**config.mk**
```make
export PLATFORM = sky130hd
export DESIGN_NAME = sbus_cmd_decoder
export DESIGN_NICKNAME = d
export VERILOG_FILES = /design/src/rtl/sbus_pkg.sv /design/src/rtl/sbus_frame_check.sv /design/src/rtl/sbus_dev_state.sv /design/src/rtl/sbus_reply_sched.sv /design/src/rtl/sbus_cmd_decoder.sv
export SDC_FILE = /design/constraint.sdc
export NUM_CORES = 1
export LEC_CHECK = 0
export BUFFER_PORTS_ARGS = -buffer_cell sky130_fd_sc_hd__buf_2
export CAP_MARGIN = 20
export CORE_UTILIZATION = 51
export CTS_CLUSTER_SIZE = 28
export DETAILED_ROUTE_END_ITERATION = 6
export PLACE_DENSITY = 0.83
export SKIP_CTS_REPAIR_TIMING = 1
export SLEW_MARGIN = 0
export SYNTH_ARGS = -nofsm -noshare
export SYNTH_HDL_FRONTEND = slang
export SYNTH_SLANG_ARGS = --single-unit
```
**constraint.sdc**
```tcl
create_clock -name clk -period 2.9 [get_ports clk]
set_clock_uncertainty 0.2 [all_clocks]
set_input_delay 0.87 -clock clk [delete_from_list [all_inputs] [get_ports clk]]
set_output_delay 0.87 -clock clk [all_outputs]
set_load 0.005 [all_outputs]
```
**src/rtl/sbus_pkg.sv**
```systemverilog
`timescale 1ns/1ps
package sbus_pkg;

    localparam int CODE_W    = 4;
    localparam int NUM_CODES = 1 << CODE_W;

    typedef enum logic [2:0] {
        KIND_NONE,   // reserved or unimplemented
        KIND_INIT,   // address assignment, long only
        KIND_EITHER, // long or short frame
        KIND_LONG,   // long frame only
        KIND_REGRD   // long frame only, upper data bits zero
    } cmd_kind_e;

    function automatic cmd_kind_e kind_of(input logic [CODE_W-1:0] code);
        cmd_kind_e k;
        unique case (code)
            4'h0:                                 k = KIND_INIT;
            4'h1, 4'h2, 4'h4, 4'h7, 4'hC, 4'hD:   k = KIND_EITHER;
            4'h9, 4'hA:                           k = KIND_LONG;
            4'hB:                                 k = KIND_REGRD;
            default:                              k = KIND_NONE;
        endcase
        return k;
    endfunction

    function automatic logic [NUM_CODES-1:0] unsupported_mask();
        logic [NUM_CODES-1:0] m;
        for (int i = 0; i < NUM_CODES; i++) begin
            m[i] = (kind_of(CODE_W'(i)) == KIND_NONE);
        end
        return m;
    endfunction

endpackage

```
**src/rtl/sbus_frame_check.sv**
```systemverilog
`timescale 1ns/1ps
module sbus_frame_check
    import sbus_pkg::*;
#(
    parameter int HI_W = 4
) (
    input  logic [CODE_W-1:0] cmd,
    input  logic              is_long,
    input  logic [HI_W-1:0]   data_hi,
    output cmd_kind_e         kind,
    output logic              shape_ok
);

    always_comb begin
        kind = kind_of(cmd);
        unique case (kind)
            KIND_INIT:   shape_ok = is_long;
            KIND_EITHER: shape_ok = 1'b1;
            KIND_LONG:   shape_ok = is_long;
            KIND_REGRD:  shape_ok = is_long && (data_hi == '0);
            default:     shape_ok = 1'b0;
        endcase
    end

    always_comb begin
        if (kind == KIND_NONE) begin
            a_unsup_rejected_r7: assert (!shape_ok);
        end
    end

endmodule

```
**src/rtl/sbus_dev_state.sv**
```systemverilog
`timescale 1ns/1ps
module sbus_dev_state
    import sbus_pkg::*;
#(
    parameter int ADDR_W = 4
) (
    input  logic              clk,
    input  logic              rst_n,
    input  logic              msg_valid,
    input  logic              crc_ok,
    input  logic              shape_ok,
    input  cmd_kind_e         kind,
    input  logic [ADDR_W-1:0] addr,
    input  logic [ADDR_W-1:0] new_addr,
    output logic              accept,
    output logic              init_done_q,
    output logic [ADDR_W-1:0] dev_addr_q
);

    typedef struct packed {
        logic              init_done;
        logic [ADDR_W-1:0] dev_addr;
    } st_t;

    st_t st_d, st_q;

    always_comb begin
        st_d   = st_q;
        accept = 1'b0;
        if (msg_valid && crc_ok && shape_ok) begin
            if (!st_q.init_done) begin
                if (kind == KIND_INIT && addr == '0 && new_addr != '0) begin
                    accept       = 1'b1;
                    st_d.init_done = 1'b1;
                    st_d.dev_addr  = new_addr;
                end
            end else if (kind != KIND_INIT && addr == st_q.dev_addr) begin
                accept = 1'b1;
            end
        end
    end

    always_ff @(posedge clk or negedge rst_n) begin
        if (!rst_n) begin
            st_q <= '0;
        end else begin
            st_q <= st_d;
        end
    end

    assign init_done_q = st_q.init_done;
    assign dev_addr_q  = st_q.dev_addr;

    p_init_sticky_r5: assert property (@(posedge clk) disable iff (!rst_n)
        init_done_q |=> init_done_q);

    p_addr_frozen_r5: assert property (@(posedge clk) disable iff (!rst_n)
        init_done_q |=> $stable(dev_addr_q));

    p_addr_nonzero_r2: assert property (@(posedge clk) disable iff (!rst_n)
        init_done_q |-> (dev_addr_q != '0));

    p_crc_gate_r6: assert property (@(posedge clk) disable iff (!rst_n)
        accept |-> (crc_ok && msg_valid));

endmodule

```
**src/rtl/sbus_reply_sched.sv**
```systemverilog
`timescale 1ns/1ps
module sbus_reply_sched
    import sbus_pkg::*;
(
    input  logic                 clk,
    input  logic                 rst_n,
    input  logic                 msg_valid,
    input  logic                 accept,
    input  logic [CODE_W-1:0]    cmd,
    output logic [NUM_CODES-1:0] strobe_q,
    output logic                 pending_q,
    output logic [CODE_W-1:0]    rcmd_q
);

    localparam logic [NUM_CODES-1:0] UNSUP = unsupported_mask();

    typedef struct packed {
        logic [NUM_CODES-1:0] strobe;
        logic                 pending;
        logic [CODE_W-1:0]    rcmd;
    } rs_t;

    rs_t rs_d, rs_q;

    always_comb begin
        rs_d        = rs_q;
        rs_d.strobe = '0;
        if (msg_valid) begin
            rs_d.pending = accept;
            if (accept) begin
                rs_d.rcmd        = cmd;
                rs_d.strobe[cmd] = 1'b1;
            end
        end
    end

    always_ff @(posedge clk or negedge rst_n) begin
        if (!rst_n) begin
            rs_q <= '0;
        end else begin
            rs_q <= rs_d;
        end
    end

    assign strobe_q  = rs_q.strobe;
    assign pending_q = rs_q.pending;
    assign rcmd_q    = rs_q.rcmd;

    p_strobe_onehot_r12: assert property (@(posedge clk) disable iff (!rst_n)
        $onehot0(strobe_q));

    p_strobe_after_msg_r12: assert property (@(posedge clk) disable iff (!rst_n)
        (|strobe_q) |-> $past(msg_valid));

    p_no_unsup_strobe_r7: assert property (@(posedge clk) disable iff (!rst_n)
        (strobe_q & UNSUP) == '0);

    p_pending_holds_r13: assert property (@(posedge clk) disable iff (!rst_n)
        !msg_valid |=> ($stable(pending_q) && $stable(rcmd_q)));

    p_strobe_has_reply_r13: assert property (@(posedge clk) disable iff (!rst_n)
        (|strobe_q) |-> (pending_q && strobe_q[rcmd_q]));

endmodule

```
**src/rtl/sbus_cmd_decoder.sv**
```systemverilog
`timescale 1ns/1ps
module sbus_cmd_decoder
    import sbus_pkg::*;
#(
    parameter int DATA_W     = 8,
    parameter int ADDR_W     = 4,
    parameter int REG_ADDR_W = 4
) (
    input  logic                 clk,
    input  logic                 rst_n,
    input  logic                 msg_valid,
    input  logic [DATA_W-1:0]    msg_data,
    input  logic [ADDR_W-1:0]    msg_addr,
    input  logic [CODE_W-1:0]    msg_cmd,
    input  logic                 msg_long,
    input  logic                 msg_crc_ok,
    output logic [NUM_CODES-1:0] cmd_strobe,
    output logic                 init_done,
    output logic [ADDR_W-1:0]    dev_addr,
    output logic                 reply_pending,
    output logic [CODE_W-1:0]    reply_cmd
);

    localparam int HI_W = DATA_W - REG_ADDR_W;

    cmd_kind_e kind;
    logic      shape_ok;
    logic      accept;

    sbus_frame_check #(.HI_W(HI_W)) u_frame (
        .cmd      (msg_cmd),
        .is_long  (msg_long),
        .data_hi  (msg_data[DATA_W-1:REG_ADDR_W]),
        .kind     (kind),
        .shape_ok (shape_ok)
    );

    sbus_dev_state #(.ADDR_W(ADDR_W)) u_state (
        .clk         (clk),
        .rst_n       (rst_n),
        .msg_valid   (msg_valid),
        .crc_ok      (msg_crc_ok),
        .shape_ok    (shape_ok),
        .kind        (kind),
        .addr        (msg_addr),
        .new_addr    (msg_data[ADDR_W-1:0]),
        .accept      (accept),
        .init_done_q (init_done),
        .dev_addr_q  (dev_addr)
    );

    sbus_reply_sched u_reply (
        .clk       (clk),
        .rst_n     (rst_n),
        .msg_valid (msg_valid),
        .accept    (accept),
        .cmd       (msg_cmd),
        .strobe_q  (cmd_strobe),
        .pending_q (reply_pending),
        .rcmd_q    (reply_cmd)
    );

    p_init_strobe_pre_r4: assert property (@(posedge clk) disable iff (!rst_n)
        (|cmd_strobe) && !$past(init_done) |-> cmd_strobe[0]);

    p_init_strobe_once_r5: assert property (@(posedge clk) disable iff (!rst_n)
        cmd_strobe[0] |-> !$past(init_done));

endmodule

```
# == After elaboration in Yosys (flattened, before gate mapping) ==
# Memories as Yosys holds them, arrays and structs flattened.
# Index checks and enable logic that the tools add are counted.
# word_totals
output_inout_bits,26
reg_bits,26
mem_bits_ro,48
elab_cells,40
mem_count,1
# mem_list
name,depth,width,rd,rd_ports_with_merged_regs,wr,line_no,rtl
(no name shown),16,3,1,0,0,sbus_pkg.sv:17,unique case (code)
# classes
n_eq_ne,6
magnitude_cmp,2
reduce_logical,13
mux,12
bitwise,1
# ops
op,count
2-to-1 mux 21 bit,1
2-to-1 mux 16 bit,1
2-to-1 mux 5 bit,2
zero test 4 bit,2
logical AND 1 bit,7
equality test 3 x 2 -> 1 bit (second input constant),2
< comparator 4 x 5 -> 1 bit (second input constant),1
2-to-1 mux 1 bit,5
demux 1 bit (select 4 bit),1
equality test 4 bit,1
greater-or-equal comparator 4 x 1 -> 1 bit (second input constant),1
2-to-1 mux 4 bit,1
nonzero test 4 bit,1
equality test 3 x 1 -> 1 bit (second input constant),1
equality test 3 bit (second input constant),1
!= test 3 x 1 -> 1 bit (second input constant),1
one-hot mux 1 bit (3 select lines),1
AND reduction 3 bit,1
AND reduction 2 bit,1
OR reduction 2 bit,1
NOT 1 bit,1

# == Depth between registers and ports, before layout ==
# Gate-level depths: netlist of run 1.
# An unclocked memory read counts as a cell.
# depth
word_depth,9
depth_mapped,8

# == By module ==
# A second synthesis of run 1 with hierarchy kept.
# unflattened
hier_cells,94
area_unflattened_um2,1186.1
# modules_own_cells
mod,seq_area_each_um2,area_per_inst_um2,n_inst,cells_each
sbus_reply_sched,525.5,716.9,1,51
sbus_dev_state,125.1,317.8,1,23
sbus_frame_check,0.0,151.4,1,20

# == Worst setup path after synthesis of run 1 ==
# OpenSTA, ideal clock, no wires.
# synth_timing
path_kind,in2reg
startpoint,input port msg_cmd[0]
endpoint,"register u_reply.rs_q, in the netlist u_reply.rcmd_q[1]"
n_path_buf,1
path_slack_ns,0.090
t_arrival_ns,2.485
path_stages,8
cell_sequence,inv_1 > ha_1 > nor4b_2 > nand3_2 > o41ai_1 > and3_4 > buf_6 > mux2_4
# synth_between
elab_chain_cells,8
elab_cells_between_ends,17
classes_between,5 x eq/ne; 5 x mux; 6 x reduce/logical; 1 x memory
# synth_rtl
element,line_no,rtl
"start, declared",sbus_cmd_decoder.sv:14,"input logic [CODE_W-1:0] msg_cmd,"
memory read (16 x 3 bit) (*),-,
equality test 3 x 1 -> 1 bit,"sbus_frame_check.sv:16, sbus_dev_state.sv:32",
logical AND 1 bit (2 in series),sbus_dev_state.sv:32,if (kind == KIND_INIT && addr == '0 && new_addr != '0) begin
2-to-1 mux 1 bit,sbus_dev_state.sv:32,
2-to-1 mux 1 bit,sbus_dev_state.sv:31,if (!st_q.init_done) begin
2-to-1 mux 1 bit (*),sbus_dev_state.sv:30,if (msg_valid && crc_ok && shape_ok) begin
AND reduction 2 bit (no line) (*),-,
"end signal, assigned",sbus_reply_sched.sv:41,rs_q <= rs_d;
"end, declared",sbus_reply_sched.sv:23,"rs_t rs_d, rs_q;"
# Every way passes the cells marked *; elsewhere a longest branch is shown, timed or not.
# A chain may end at the register's enable or synchronous reset.

# == Worst setup path after layout of run 1 ==
# layout_timing
startpoint,input port msg_cmd[0]
endpoint,"register u_state.st_q, in the netlist u_state.dev_addr_q[1]"
# layout_between
elab_chain_cells,6
elab_cells_between_ends,11
classes_between,4 x eq/ne; 1 x mux; 5 x reduce/logical; 1 x memory
# layout_rtl
element,line_no,rtl
memory read (16 x 3 bit) (*),-,
equality test 3 x 1 -> 1 bit / equality test 3 x 2 -> 1 bit (equally long branches),"sbus_frame_check.sv:16, sbus_dev_state.sv:32",
OR reduction 2 bit (no line),-,
one-hot mux 1 bit (3 select lines),sbus_frame_check.sv:16,unique case (kind)
logical AND 1 bit,sbus_dev_state.sv:30,
AND reduction 3 bit (no line) (*),-,
"end signal, assigned",sbus_dev_state.sv:47,st_q <= st_d;
"end, declared",sbus_dev_state.sv:25,"st_t st_d, st_q;"
# Marks and branches as above.

==> flow_summary.json, run 1 <==
{
  "status": "complete, no violations",
  "r2r-end": "u_reply.rcmd_q[0]$_DFFE_PN0P_",
  "grt_start_max_net_pins": 27,
  "nets": 172,
  "leakage_nw": 0.917,
  "grt_pass1_wl_um": 3450,
  "cts.sinks": 26,
  "dr.pass1.iters": 4,
  "holdWs_ns": 0.301,
  "crit_chain": "buf_2 -> inv_1 -> ha_1 -> nor2b_1 -> a211oi_1 -> o32ai_1 -> nor3b_4 -> mux2_2",
  "yosysSeqAreaShare_pct": 54.6,
  "fin_cells": 173,
  "synth_edf_count": 0,
  "cts_made_buffers": 3,
  "worstPathArrival_ns": 2.66,
  "drc_errors": 0,
  "ios": 47,
  "crit_required_ns": 2.92,
  "ant_nets": 0,
  "dpl_cell_area_sq_um": 1490,
  "antennaDiodeCount": 0,
  "gp_congestion": 0.814,
  "synth_area_sq_um": 1190,
  "min_path_type": "flop to flop",
  "setup.worst_path.end_class": "flop",
  "ys_warn_count": 0,
  "synth_nets": 117,
  "criticalPathCategory": "primary input to flop",
  "num_vias": 885,
  "cellPowerDensity_nw_per_um2": 380,
  "grt_pass1_vias": 808,
  "slew-limit-headroom_pct": 63.4,
  "tritoncts": "done",
  "io_buffers": 46,
  "slew_violations": 0,
  "syn_inst": 92,
  "layout_commonest_cell": "buf_2",
  "min_from": "u_reply.pending_q$_DFFE_PN0P_",
  "cpMaxStageDelayCell": "o32ai_1",
  "synth_async_sr_flop_share_pct": 100,
  "holdPathEnd": "u_reply.pending_q$_DFFE_PN0P_",
  "final_cell_mix": "buf_2 (46), dfrtp_1 (26), and3_1 (16), buf_4 (8), mux2_2 (5)",
  "start_util_pct": 53.9,
  "antenna_found_initial": 0,
  "viasPerCell": 5.12,
  "fin_util_pct": 68.3,
  "cpPeakStageDelay_ns": 0.39,
  "tightestPinTransition_ns": 0.550,
  "drv_cap": 0,
  "period_share_pct": 91.1,
  "timing.fmax_mhz": 379,
  "reg2reg_depth": 4,
  "synth.avg_cell_area_sq_um": 13.0,
  "r2r_slack_ns": 0.98,
  "synth_seq_cells": 26,
  "regArea_sq_um": 651,
  "multi_input_area_sq_um": 502,
  "start_kind": "primary input",
  "crit_fanout": 5,
  "globalRouteTotalUtil_pct": 18.1,
  "die_w_um": 50.4,
  "grt_overflow": 0,
  "cts.htree.levels": 1,
  "synth.distinct_cells": 32,
  "setup_viol": 0,
  "wire_per_inst_um": 12.5,
  "cts_buffer_depth": 2,
  "insertion_delay_ns": 0.32,
  "fin_crit_ns": 2.64,
  "critPathBufInv": 2,
  "core_sq_um": 2210,
  "whs_path_depth": 1,
  "drive_gt1_share_pct": 48.3,
  "final_area_sq_um": 1510,
  "drtIter0Drc": 3,
  "placed_cells_incl_taps": 170,
  "ir_drop_mv": 0.238,
  "timing.rr.start": "u_state.dev_addr_q[1]$_DFFE_PN0P_",
  "die_area_sq_um": 2540,
  "rows": 17,
  "path_delay_family": "simple AND/OR/NAND/NOR gates",
  "fillers": 169,
  "clock-root-buffer": "clkbuf_4",
  "place_hpwl_um": 1690,
  "cts.clk_slew.worst_paths_ns": 0.13,
  "areaGrowthSynthToFinish_pct": 26.8,
  "drt_wl_total_um": 2160,
  "yosys_most_used_dff": "dfrtp_1",
  "rsz0062_at_grt": "no",
  "die_h_um": 50.4,
  "hold_viol": 0
}
## through the flow
stage          total power, mW  setup WS [ns]  setup TNS [ns]
5_1_grt                  0.597          0.134               0
4_1_cts                  0.578          0.251               0
3_5_place_dp             0.434        -0.0881          -0.475
6_report                 0.574          0.258               0
3_3_place_gp             0.432        -0.0406          -0.151
2_1_floorplan            0.399         0.0899               0
## state kept, by name, summed over array words and instances (netlist names)
register and count:
u_reply.pending_q 1, u_reply.rcmd_q 4, u_reply.strobe_q 16, u_state.dev_addr_q 4, u_state.init_done_q 1
## area by class of cell
type                       count  share of cell area [%]
tap                           28                    2.32
inverter                       3                   0.745
clock buffer                   3                    1.49
multi-input combinational     59                    33.2
sequential                    26                    43.0
timing repair buffer          54                    19.2
## logic make-up after synthesis
logic type,synth area share [%]
simple gates,21.2
flops,54.6
buf+inv,3.36
mux,8.50
compound gates,5.25
xor+xnor,2.94
fa+ha+maj,4.20
## cells in the mapped netlist, drive strengths merged, types with 3 or more instances
master  count  area share (%)
dfrtp      26              55
and3       17             9.3
mux2        8             8.5
buf         4             2.4
ha          4             4.2
nor2b       4             2.1
inv         3            0.94
xor2        3             2.2
## metal layers
metal | routed length, um | part of all wire [%] | GRT usage, %
met1 | 932 | 43 | 23.4
met2 | 1100 | 51 | 30.2
met3 | 84 | 3.9 | 2.12
met4 | 42 | 1.9 | 8.33
met5 | 0 | 0 | 0
## report_power, final
group	total, mW	leakage (nW)	switching, mW	internal [mW]
combinational	0.0620	0.540	0.0330	0.0290
sequential	0.365	0.363	0.00100	0.364
clock	0.148	0.0138	0.0990	0.0487
total	0.574	0.917	0.133	0.441
## worst max path at each step
stage / from / endpoint / slack (ns) / depth (start not counted)
floorplan: msg_cmd[0] / u_reply.rcmd_q[1]$_DFFE_PN0P_ / 0.09 / 8
global placement: msg_cmd[0] / u_state.dev_addr_q[2]$_DFFE_PN0P_ / -0.04 / 8
detailed placement: msg_cmd[0] / u_state.dev_addr_q[1]$_DFFE_PN0P_ / -0.09 / 8
CTS: msg_cmd[0] / u_state.dev_addr_q[3]$_DFFE_PN0P_ / 0.25 / 8
global route: msg_cmd[0] / u_state.dev_addr_q[0]$_DFFE_PN0P_ / 0.13 / 8
finish: msg_cmd[0] / u_state.dev_addr_q[1]$_DFFE_PN0P_ / 0.26 / 8
Power figures use the tool's default switching activity.
==> inputs of run 2 (changes only) <==
Settings changed: CORE_UTILIZATION 51 to 40, PLACE_DENSITY 0.83 to unset, PLACE_DENSITY_LB_ADDON set to 0.05.
==> run 2 against run 1 <==
Compared with the run above:
- cell area rose by 0.17%
- hold slack got worse by 0.0050 ns
- register-to-register slack got worse by 0.05 ns
- wire length rose by 4.0%
- fmax fell by 2.4%
- first-iteration DRC count rose to 7.3 times the previous value
- final cell count rose by 1.2%
- sequential power barely moved
- via count fell by 3.7%
- flip-flop and latch count did not move
- clock power rose by 19%
==> flow_summary.json, run 2 (synthesis gave the netlist of run 1 again) <==
{
  "final_cell_mix": "buf_2 (46), dfrtp_1 (26), and3_1 (16), buf_4 (6), mux2_2 (5)",
  "largest_reg_flops": 16,
  "clock-root-buffer": "clkbuf_4",
  "insertion_delay_ns": 0.31,
  "drtIter0Drc": 22,
  "ios": 47,
  "layout_setup_ws_ns": 0.193,
  "setup.worst_path.end_class": "flop",
  "dpl_cell_area_sq_um": 1480,
  "gp_congestion": 0.784,
  "cts.sinks": 26,
  "globalRouteTotalUtil_pct": 15.2,
  "r2r-end": "u_reply.rcmd_q[0]$_DFFE_PN0P_",
  "wire_per_inst_um": 12.9,
  "cpPeakStageDelay_ns": 0.41,
  "worstPathArrival_ns": 2.72,
  "layout_commonest_cell": "buf_2",
  "ant_nets": 0,
  "antenna_found_initial": 0,
  "timing.fmax_mhz": 369,
  "r2r_slack_ns": 0.93,
  "cts.htree.levels": 1,
  "cts.clk_slew.worst_paths_ns": 0.13,
  "viasPerCell": 4.87,
  "leakage_nw": 0.913,
  "fillers": 240,
  "grt_overflow": 0,
  "grt_pass1_vias": 781,
  "rsz0062_at_grt": "no",
  "drt_wl_total_um": 2250,
  "min_from": "u_reply.pending_q$_DFFE_PN0P_",
  "cpMaxStageDelayCell": "and3_4",
  "tritoncts": "done",
  "period_share_pct": 93.3,
  "cp-endpoint": "u_reply.rcmd_q[0]$_DFFE_PN0P_",
  "nets": 170,
  "crit_chain": "buf_2 -> inv_1 -> ha_1 -> nor2b_1 -> a211oi_1 -> o32ai_1 -> and3_4 -> mux2_2",
  "cellPowerDensity_nw_per_um2": 397,
  "place_hpwl_um": 1710,
  "num_vias": 852,
  "drv_cap": 0,
  "crit_fanout": 21,
  "setup_tns_ns": 0,
  "hold_viol": 0,
  "cts_made_buffers": 3,
  "drc_errors": 0,
  "core_sq_um": 2780,
  "dr.pass1.iters": 4,
  "die_h_um": 56.6,
  "start_kind": "primary input",
  "dp_slack_ns": -0.148,
  "ir_drop_mv": 0.252,
  "status": "complete, no violations",
  "start_util_pct": 42.9,
  "antennaDiodeCount": 0,
  "tightestPinTransition_ns": 0.563,
  "fin_util_pct": 54.4,
  "min_path_type": "flop to flop",
  "die_area_sq_um": 3200,
  "grt_start_max_net_pins": 27,
  "die_w_um": 56.6,
  "final_area_sq_um": 1510,
  "setup_viol": 0,
  "fin_crit_ns": 2.71,
  "crit_required_ns": 2.91,
  "slew-limit-headroom_pct": 62.4,
  "timing.rr.start": "u_state.dev_addr_q[1]$_DFFE_PN0P_",
  "startpoint": "msg_cmd[0]",
  "drive_gt1_share_pct": 47.9,
  "criticalPathCategory": "primary input to flop",
  "slew_violations": 0,
  "cts_buffer_depth": 2,
  "grt_pass1_wl_um": 3710,
  "reg2reg_depth": 4,
  "io_buffers": 46,
  "areaGrowthSynthToFinish_pct": 27.0,
  "rows": 19
}
[run 2: cell count changes in the layout (fill, tap and decap cells not counted), sizes merged]
cell,delta
buf,-2
clkbuf,+1
[run 2: where the power goes]
group,internal [mW],switching (mW)
clock network,0.0766,0.0996
registers,0.364,0.00102
logic,0.0279,0.0328
[run 2: worst min path at each step]
| stage | end | slack, ns | depth (start not counted) |
|---|---|---|---|
| final | u_reply.pending_q$_DFFE_PN0P_ | 0.30 | 1 |
| after detailed placement | u_reply.pending_q$_DFFE_PN0P_ | 0.27 | 1 |
| after CTS | u_reply.pending_q$_DFFE_PN0P_ | 0.30 | 1 |
| after global routing | u_reply.pending_q$_DFFE_PN0P_ | 0.33 | 1 |
| after floorplan | u_reply.pending_q$_DFFE_PN0P_ | 0.28 | 1 |
| after global placement | u_reply.pending_q$_DFFE_PN0P_ | 0.26 | 1 |
[run 2: routing by layer]
metal | track usage [%] | share of wire [%]
met5 | 0 | 0
met2 | 20.7 | 43
met1 | 23.0 | 50
met4 | 6.27 | 0.98
met3 | 3.69 | 6.8
[run 2: stage by stage]
step | total power, mW | hold slack, ns | cells
floorplan | 0.399 | 0.277 | 92
global placement | 0.432 | 0.264 | 171
detailed placement | 0.433 | 0.273 | 171
CTS | 0.610 | 0.304 | 175
global route | 0.631 | 0.330 | 175
finish | 0.601 | 0.296 | 175
[run 2: worst max-delay path: cells and delay by family]
| family | cells | cell delay (ns) |
|---|---|---|
| simple gates | 2 | 0.54 |
| mux | 1 | 0.35 |
| buf+inv | 2 | 0.14 |
| compound gates | 2 | 0.46 |
| fa+ha+maj | 1 | 0.36 |
[run 2: layout make-up]
type	instances	area (sq um)	share of cell area (%)
sequential	26	651	43.0
tap	31	38.8	2.56
timing repair buffer	52	275	18.2
inverter	3	11.3	0.744
clock buffer	4	36.3	2.40
multi-input combinational	59	502	33.1
